[config.mk]
export PLATFORM = sky130hd
export DESIGN_NAME = hdx_uart
export DESIGN_NICKNAME = d
export VERILOG_FILES = /design/src/rtl/hdx_uart_pkg.sv /design/src/rtl/hdx_baud_gen.sv /design/src/rtl/hdx_frame_build.sv /design/src/rtl/hdx_engine.sv /design/src/rtl/hdx_uart.sv
export SDC_FILE = /design/constraint.sdc
export NUM_CORES = 1
export LEC_CHECK = 0
export ABC_AREA = 1
export BUFFER_PORTS_ARGS = -buffer_cell sky130_fd_sc_hd__clkbuf_2
export CAP_MARGIN = 20
export CORE_UTILIZATION = 48
export CTS_BUF_LIST = sky130_fd_sc_hd__clkbuf_16
export DETAILED_ROUTE_END_ITERATION = 6
export PLACE_DENSITY_LB_ADDON = 0.08
export SYNTH_ARGS = -nofsm -noshare
export SYNTH_HDL_FRONTEND = slang
export SYNTH_SLANG_ARGS = --single-unit
[constraint.sdc]
create_clock -name clk -period 4.2 [get_ports clk]
set_input_delay 0.42 -clock clk [delete_from_list [all_inputs] [get_ports clk]]
set_output_delay 0.42 -clock clk [all_outputs]
set_load 0.03 [all_outputs]
[src/rtl/hdx_uart_pkg.sv]
`timescale 1ns/1ps
package hdx_uart_pkg;

    // Oversampling: eight ticks per bit
    localparam int                 PHASE_W      = 3;
    localparam logic [PHASE_W-1:0] SAMPLE_PHASE = 3'd3;
    localparam logic [PHASE_W-1:0] LAST_PHASE   = 3'd7;

    // Register addresses
    localparam logic [1:0] ADDR_DATA = 2'd0;
    localparam logic [1:0] ADDR_CTRL = 2'd1;
    localparam logic [1:0] ADDR_DIV  = 2'd2;

    typedef enum logic [1:0] {
        ENG_IDLE = 2'd0,
        ENG_RX   = 2'd1,
        ENG_TX   = 2'd2
    } eng_state_e;

endpackage

[src/rtl/hdx_baud_gen.sv]
`timescale 1ns/1ps
module hdx_baud_gen #(
    parameter int DIV_W = 8
) (
    input  logic             clk,
    input  logic             rst_n,
    input  logic [DIV_W-1:0] div,
    output logic             tick
);
    logic [DIV_W-1:0] cnt_d, cnt_q;

    // Tick on the last count of each period; a divide value of 0 or 1 ticks every clock
    always_comb begin
        tick  = ({1'b0, cnt_q} + (DIV_W+1)'(1)) >= {1'b0, div};
        cnt_d = tick ? '0 : cnt_q + 1'b1;
    end

    always_ff @(posedge clk or negedge rst_n) begin
        if (!rst_n) cnt_q <= '0;
        else        cnt_q <= cnt_d;
    end
endmodule

[src/rtl/hdx_frame_build.sv]
`timescale 1ns/1ps
module hdx_frame_build #(
    parameter int DATA_W = 8
) (
    input  logic [DATA_W-1:0] data,
    input  logic              long_mode,
    input  logic              par_en,
    input  logic              ninth,
    output logic [DATA_W+2:0] frame
);
    // Bit 0 goes out first; unused high positions are padded with idle ones
    always_comb begin
        if (long_mode)
            frame = {1'b1, ninth, data, 1'b0};
        else if (par_en)
            frame = {2'b11, ^data[DATA_W-2:0], data[DATA_W-2:0], 1'b0};
        else
            frame = {2'b11, data, 1'b0};
    end
endmodule

[src/rtl/hdx_engine.sv]
`timescale 1ns/1ps
module hdx_engine
    import hdx_uart_pkg::*;
#(
    parameter int DATA_W = 8
) (
    input  logic              clk,
    input  logic              rst_n,
    input  logic              tick,
    input  logic              long_mode,
    input  logic              par_en,
    input  logic              tx_start,
    input  logic [DATA_W+2:0] tx_frame,
    input  logic              rx_in,
    input  logic              rx_fall,
    output logic              tx_active,
    output logic              tx_bit,
    output logic              tx_cmp,
    output logic              rx_cmp,
    output logic [DATA_W-1:0] rx_data,
    output logic              rx_ninth,
    output logic              rx_ferr,
    output logic              rx_perr
);
    localparam int FW = DATA_W + 3;
    localparam int CW = $clog2(FW);

    typedef struct packed {
        eng_state_e         st;
        logic [PHASE_W-1:0] phase;
        logic [CW-1:0]      idx;
        logic [FW-1:0]      sh;
        logic               tx_cmp;
        logic               rx_cmp;
        logic [DATA_W-1:0]  rdat;
        logic               rnin;
        logic               ferr;
        logic               perr;
    } eng_t;

    eng_t          q, n;
    logic [CW-1:0] last_idx;

    always_comb begin
        last_idx = long_mode ? CW'(FW-1) : CW'(FW-2);
        n        = q;
        n.tx_cmp = 1'b0;
        n.rx_cmp = 1'b0;
        if (tx_start) begin
            // Transmit takes the shifter regardless of the current state
            n.st    = ENG_TX;
            n.phase = '0;
            n.idx   = '0;
            n.sh    = tx_frame;
        end else begin
            case (q.st)
                ENG_IDLE: begin
                    if (rx_fall) begin
                        n.st    = ENG_RX;
                        n.phase = '0;
                        n.idx   = '0;
                    end
                end
                ENG_RX: begin
                    if (tick) begin
                        n.phase = q.phase + 1'b1;
                        if (q.phase == SAMPLE_PHASE) begin
                            if (q.idx == '0) begin
                                if (rx_in) n.st = ENG_IDLE;   // glitch, not a start bit
                            end else if (q.idx == last_idx) begin
                                n.st     = ENG_IDLE;
                                n.rx_cmp = 1'b1;
                                n.ferr   = ~rx_in;
                                if (long_mode) begin
                                    n.rdat = q.sh[FW-2:2];
                                    n.rnin = q.sh[FW-1];
                                    n.perr = 1'b0;
                                end else if (par_en) begin
                                    n.rdat = {1'b0, q.sh[FW-2:3]};
                                    n.rnin = 1'b0;
                                    n.perr = ^q.sh[FW-1:3];
                                end else begin
                                    n.rdat = q.sh[FW-1:3];
                                    n.rnin = 1'b0;
                                    n.perr = 1'b0;
                                end
                            end else begin
                                n.sh = {rx_in, q.sh[FW-1:1]};
                            end
                        end
                        if (q.phase == LAST_PHASE) n.idx = q.idx + 1'b1;
                    end
                end
                ENG_TX: begin
                    if (tick) begin
                        n.phase = q.phase + 1'b1;
                        if (q.phase == LAST_PHASE) begin
                            n.sh = {1'b1, q.sh[FW-1:1]};
                            if (q.idx == last_idx) begin
                                n.st     = ENG_IDLE;
                                n.tx_cmp = 1'b1;
                            end else begin
                                n.idx = q.idx + 1'b1;
                            end
                        end
                    end
                end
                default: n.st = ENG_IDLE;
            endcase
        end
    end

    always_ff @(posedge clk or negedge rst_n) begin
        if (!rst_n) q <= '0;
        else        q <= n;
    end

    assign tx_active = (q.st == ENG_TX);
    assign tx_bit    = q.sh[0];
    assign tx_cmp    = q.tx_cmp;
    assign rx_cmp    = q.rx_cmp;
    assign rx_data   = q.rdat;
    assign rx_ninth  = q.rnin;
    assign rx_ferr   = q.ferr;
    assign rx_perr   = q.perr;
endmodule

[src/rtl/hdx_uart.sv]
`timescale 1ns/1ps
module hdx_uart
    import hdx_uart_pkg::*;
#(
    parameter int DATA_W    = 8,
    parameter int DIV_W     = 8,
    parameter int DIV_RESET = 13
) (
    input  logic              clk,
    input  logic              rst_n,
    input  logic              cfg_long_frame,
    input  logic              bus_wr,
    input  logic              bus_rd,
    input  logic [1:0]        bus_addr,
    input  logic [DATA_W-1:0] bus_wdata,
    output logic [DATA_W-1:0] bus_rdata,
    input  logic              rxd,
    input  logic              port_bit,
    output logic              txd,
    output logic              irq
);
    localparam int FW = DATA_W + 3;

    typedef struct packed {
        logic              par_en;
        logic              rx_ie;
        logic              tx_ie;
        logic              ninth;
        logic [DIV_W-1:0]  div;
        logic [DATA_W-1:0] rbuf;
        logic              rx_done;
        logic              tx_done;
        logic              ferr;
        logic              perr;
        logic              s1;
        logic              s2;
        logic              prev;
    } regs_t;

    regs_t             q, n;
    logic              tick;
    logic              wr_data, wr_ctrl, wr_div, rd_data;
    logic              rx_fall;
    logic [FW-1:0]     frame;
    logic              tx_active, tx_bit, eng_tx_cmp, eng_rx_cmp;
    logic [DATA_W-1:0] eng_rdat;
    logic              eng_nin, eng_ferr, eng_perr;
    logic              st_rx_done, st_tx_done;

    hdx_baud_gen #(.DIV_W(DIV_W)) u_baud (
        .clk(clk), .rst_n(rst_n), .div(q.div), .tick(tick)
    );

    hdx_frame_build #(.DATA_W(DATA_W)) u_frame (
        .data(bus_wdata), .long_mode(cfg_long_frame), .par_en(q.par_en),
        .ninth(q.ninth), .frame(frame)
    );

    hdx_engine #(.DATA_W(DATA_W)) u_eng (
        .clk(clk), .rst_n(rst_n), .tick(tick),
        .long_mode(cfg_long_frame), .par_en(q.par_en),
        .tx_start(wr_data), .tx_frame(frame),
        .rx_in(q.s2), .rx_fall(rx_fall),
        .tx_active(tx_active), .tx_bit(tx_bit), .tx_cmp(eng_tx_cmp),
        .rx_cmp(eng_rx_cmp), .rx_data(eng_rdat), .rx_ninth(eng_nin),
        .rx_ferr(eng_ferr), .rx_perr(eng_perr)
    );

    always_comb begin
        wr_data = bus_wr && (bus_addr == ADDR_DATA);
        wr_ctrl = bus_wr && (bus_addr == ADDR_CTRL);
        wr_div  = bus_wr && (bus_addr == ADDR_DIV);
        rd_data = bus_rd && (bus_addr == ADDR_DATA);
        rx_fall = q.prev & ~q.s2;

        n      = q;
        n.s1   = rxd;
        n.s2   = q.s1;
        n.prev = q.s2;
        if (wr_ctrl) begin
            n.par_en = bus_wdata[0];
            n.rx_ie  = bus_wdata[1];
            n.tx_ie  = bus_wdata[2];
            n.ninth  = bus_wdata[3];
        end
        if (wr_div)  n.div = bus_wdata[DIV_W-1:0];
        if (rd_data) begin
            n.rx_done = 1'b0;
            n.ferr    = 1'b0;
            n.perr    = 1'b0;
        end
        if (wr_data) n.tx_done = 1'b0;
        // Completion events win over same-cycle clears
        if (eng_rx_cmp) begin
            n.rbuf    = eng_rdat;
            n.rx_done = 1'b1;
            n.ferr    = eng_ferr;
            n.perr    = eng_perr;
            if (cfg_long_frame) n.ninth = eng_nin;
        end
        if (eng_tx_cmp) n.tx_done = 1'b1;
    end

    always_ff @(posedge clk or negedge rst_n) begin
        if (!rst_n) begin
            q      <= '0;
            q.div  <= DIV_W'(DIV_RESET);
            q.s1   <= 1'b1;
            q.s2   <= 1'b1;
            q.prev <= 1'b1;
        end else begin
            q <= n;
        end
    end

    assign st_rx_done = q.rx_done;
    assign st_tx_done = q.tx_done;

    always_comb begin
        case (bus_addr)
            ADDR_DATA: bus_rdata = q.rbuf;
            ADDR_CTRL: bus_rdata = DATA_W'({q.perr, q.ferr, q.tx_done, q.rx_done,
                                            q.ninth, q.tx_ie, q.rx_ie, q.par_en});
            ADDR_DIV:  bus_rdata = DATA_W'(q.div);
            default:   bus_rdata = '0;
        endcase
        txd = tx_active ? (cfg_long_frame ? ~tx_bit : tx_bit) : port_bit;
        irq = (st_rx_done & q.rx_ie) | (st_tx_done & q.tx_ie);
    end
endmodule

==> qor.csv <==
stage;metric;value;unit
place;area post-placement;4220;um^2
routing;Post-DRT Antenna Nets;0;
global_route;vias in the first global route;3125;
timing;Final setup viols;0;
timing;worst setup margin;1430;ps
clocking;H-tree depth;3;
routing;routed len/inst;13.2;um
floorplan;IO Pins;27;
synthesis;FFs w/ async S/R, synth;100;%
place;IO buf count;26;
setup_path;critical path required time;4400;ps
timing;RSZ-0062 raised after global routing;no;
setup_path;Critical Path Sink Type;flop;
global_route;first-pass GRT wire length;14800;um
pwr;Clk network pwr share;29.2;%
routing;drt total wl;8620;um
synthesis;Mapped Avg Cell Area;7.81;um^2
worst_hold_path;Hold WC Path Type;in2async;
synthesis;Synth Register Bits;68;
finish;Final Util;55.6;%
setup_path;worst-path fanout max;11;
synthesis;Distinct cells, synth;39;
floorplan;row count;33;
clocking;clk slew on worst S/H paths;60;ps
synthesis;register area share after synthesis;42.5;%
pwr;Switching Share;39.0;%
clocking;postcts setup bufs;0;
synthesis;most frequent cell after synthesis;nand2_1;
finish;n_diodes;0;
pwr;Comb pwr share;36.8;%
routing;DRC Markers;0;
clocking;clock tree sinks;68;
place;GP Congestion;0.828;
synthesis;Syn Inst Count;515;
place;DP Wirelength;6510;um
routing;Vias;3196;
synthesis;Post-synth EDFFs;0;
setup_path;Reg2Reg Depth;19;
floorplan;DIE HEIGHT;93.5;um
clocking;CTS Hold Bufs;0;
pwr;Max VDD drop;365;uV
routing;TritonRoute pass-1 iters;4;
global_route;largest net degree at the start of global routing;46;
global_route;GRT overflow;0;
finish;share of layout cells above drive strength 1;15.7;%
global_route;Tot GR Track Use;22.2;%
setup_path;R2R Path End;u_eng.tx_bit$_DFFE_PN0P_;
synthesis;most instantiated cells after synthesis;nand2_1, inv_1, dfrtp_1;
timing;Fin Setup TNS;0;ps
finish;Final Instance Area;4540;um^2
pwr;Pwr Density;572;nW/um^2
setup_path;worst r2r src;u_baud.cnt_q[0]$_DFF_PN0_;
clocking;Post-CTS Resized;0;
timing;relative slew slack;64.3;%
synthesis;largest cells by area after synthesis;dfrtp_1, nand2_1, inv_1, ha_1, nor2_1;
status;status;complete, no violations;
synthesis;leading area contributor after synthesis;dfrtp_1;
timing;FMAX;0.360;GHz
timing;minimum clock period;2770;ps
place;pre-CTS setup slack;1400;ps
timing;final worst path period share;66.0;%
clocking;root buf cell;clkbuf_16;
synthesis;dominant synthesized flop cell;dfrtp_1;
pwr;Psw;1.01;mW
finish;final net count;579;
timing;Clock Skew;4.84;ps
clocking;CTS tree;built;
setup_path;Reg2Reg Setup Slack;1430;ps
setup_path;CP Class;reg2reg;
clocking;clock tree buffer depth;2;
synthesis;Warnings, synthesis;0;
clocking;later-pin clock latency in the skew report;340;ps
finish;Layout area overhead;13.0;%
floorplan;Initial Util;49.2;%
floorplan;die span in x;93.5;um
timing;worst slew pin tran;536;ps
timing;Final Max Slew Viols;0;
floorplan;core footprint;8180;um^2
synthesis;Yosys top cell area share;38.6;%
synthesis;Post-Synthesis Cell Area;4020;um^2
pwr;P_int;1.59;mW
clocking;number of buffers created by CTS;9;
routing;vias per cell;4.89;
timing;final hold vios;0;
pwr;Seq pwr share;34.0;%
setup_path;Setup crit start kind;flop;
setup_path;arrival time at the worst endpoint;2980;ps
routing;Initial DRC Count;115;
pwr;Leak Pwr;2.33;nW
run;Max Cap Viol;0;
synthesis;syn nets;550;
global_route;initial antenna violation count;0;
floorplan;DIE AREA;8750;um^2
[area by class of cell]
type / instances / area (um^2)
Clock buffer: 9 / 225
Clock inverter: 7 / 76.3
Fill cell: 801 / 3630
Inverter: 83 / 319
Multi-Input combinational cell: 354 / 1920
Sequential cell: 68 / 1710
Tap cell: 105 / 131
Timing Repair Buffer: 28 / 158
[flip-flops by register name, indices dropped and copies added, names as in the netlist, 2 cells and up]
signal / cells
q: 23
n: 2
u_eng.rx_data: 8
u_eng.q: 19
u_baud.cnt_q: 8
[cells in the final DEF (no fill, tap or decap), types with 4 or more instances in the layout]
master and n:
nand2_1 159, nor2_1 49, clkbuf_16 9, o221ai_1 7
o21ai_0 25, o21ai_1 8, nand2_2 7, xnor2_1 14
a21oi_1 10, inv_1 77, a31oi_2 8, ha_1 18
nand3_1 14, dfrtp_1 62, nor3_1 4, clkbuf_2 25
dfstp_2 6
[critical path: stages (launching register included)]
cell and delay (ps):
dfrtp_1 410, ha_1 230, nand2_1 100, nor2_2 40
inv_2 100, nand2_1 60, inv_1 70, nor2_1 40
ha_1 280, nand2_1 50, inv_1 60, nand3_1 60
nand3_1 70, nand2_1 50, nand2_1 50, nand2_1 120
nand3_2 160, nand4_1 430, nand2_1 170, o21ai_1 80
[power groups by stage]
stage / Clock (mW) / Sequential (mW) / Combinational, mW
finish: 0.759 / 0.885 / 0.955
global route: 0.807 / 0.901 / 1.11
CTS: 0.773 / 0.885 / 0.965
detailed placement: 0 / 0.895 / 0.957
global placement: 0 / 0.893 / 0.932
floorplan: 0 / 0.864 / 0.792
[worst max-delay path by stage]
stage	start	to	slack [ps]	depth (start not counted)
global route	u_baud.cnt_q[0]$_DFF_PN0_	u_eng.tx_bit$_DFFE_PN0P_	1100	18
detailed placement	u_baud.cnt_q[0]$_DFF_PN0_	u_eng.tx_bit$_DFFE_PN0P_	1400	19
global placement	u_baud.cnt_q[0]$_DFF_PN0_	u_eng.tx_bit$_DFFE_PN0P_	1490	19
floorplan	u_baud.cnt_q[0]$_DFF_PN0_	u_eng.q[32]$_DFFE_PN0P_	1900	23
CTS	u_baud.cnt_q[0]$_DFF_PN0_	u_eng.tx_bit$_DFFE_PN0P_	1390	19
finish	u_baud.cnt_q[0]$_DFF_PN0_	u_eng.tx_bit$_DFFE_PN0P_	1430	19
[stage by stage]
step                      std cells  power, mW  hold slack (ps)
final                           654       2.60             17.6
after global placement          637       1.83              351
after floorplan                 515       1.66              124
after global routing            654       2.82             61.2
after CTS                       653       2.62              163
after detailed placement        637       1.85              352
[kinds of logic after synthesis]
family / count (synthesis) / synth area share (%)
flip-flops: 68 / 42.5
AND/OR/NAND/NOR: 250 / 26.6
XOR/XNOR: 17 / 3.70
AO/OA/AOI/OAI: 69 / 11.9
buffers and inverters: 93 / 9.62
adder cells (fa/ha/maj): 18 / 5.60
[routing by layer]
metal	wire length (um)	track usage [%]	up-vias
li1	-	-	1667
met1	4400	31.2	1461
met2	3730	34.0	59
met3	371	4.47	9
met4	121	7.44	0
met5	0	0	-
Note: power is estimated with default switching activity, not from simulation.
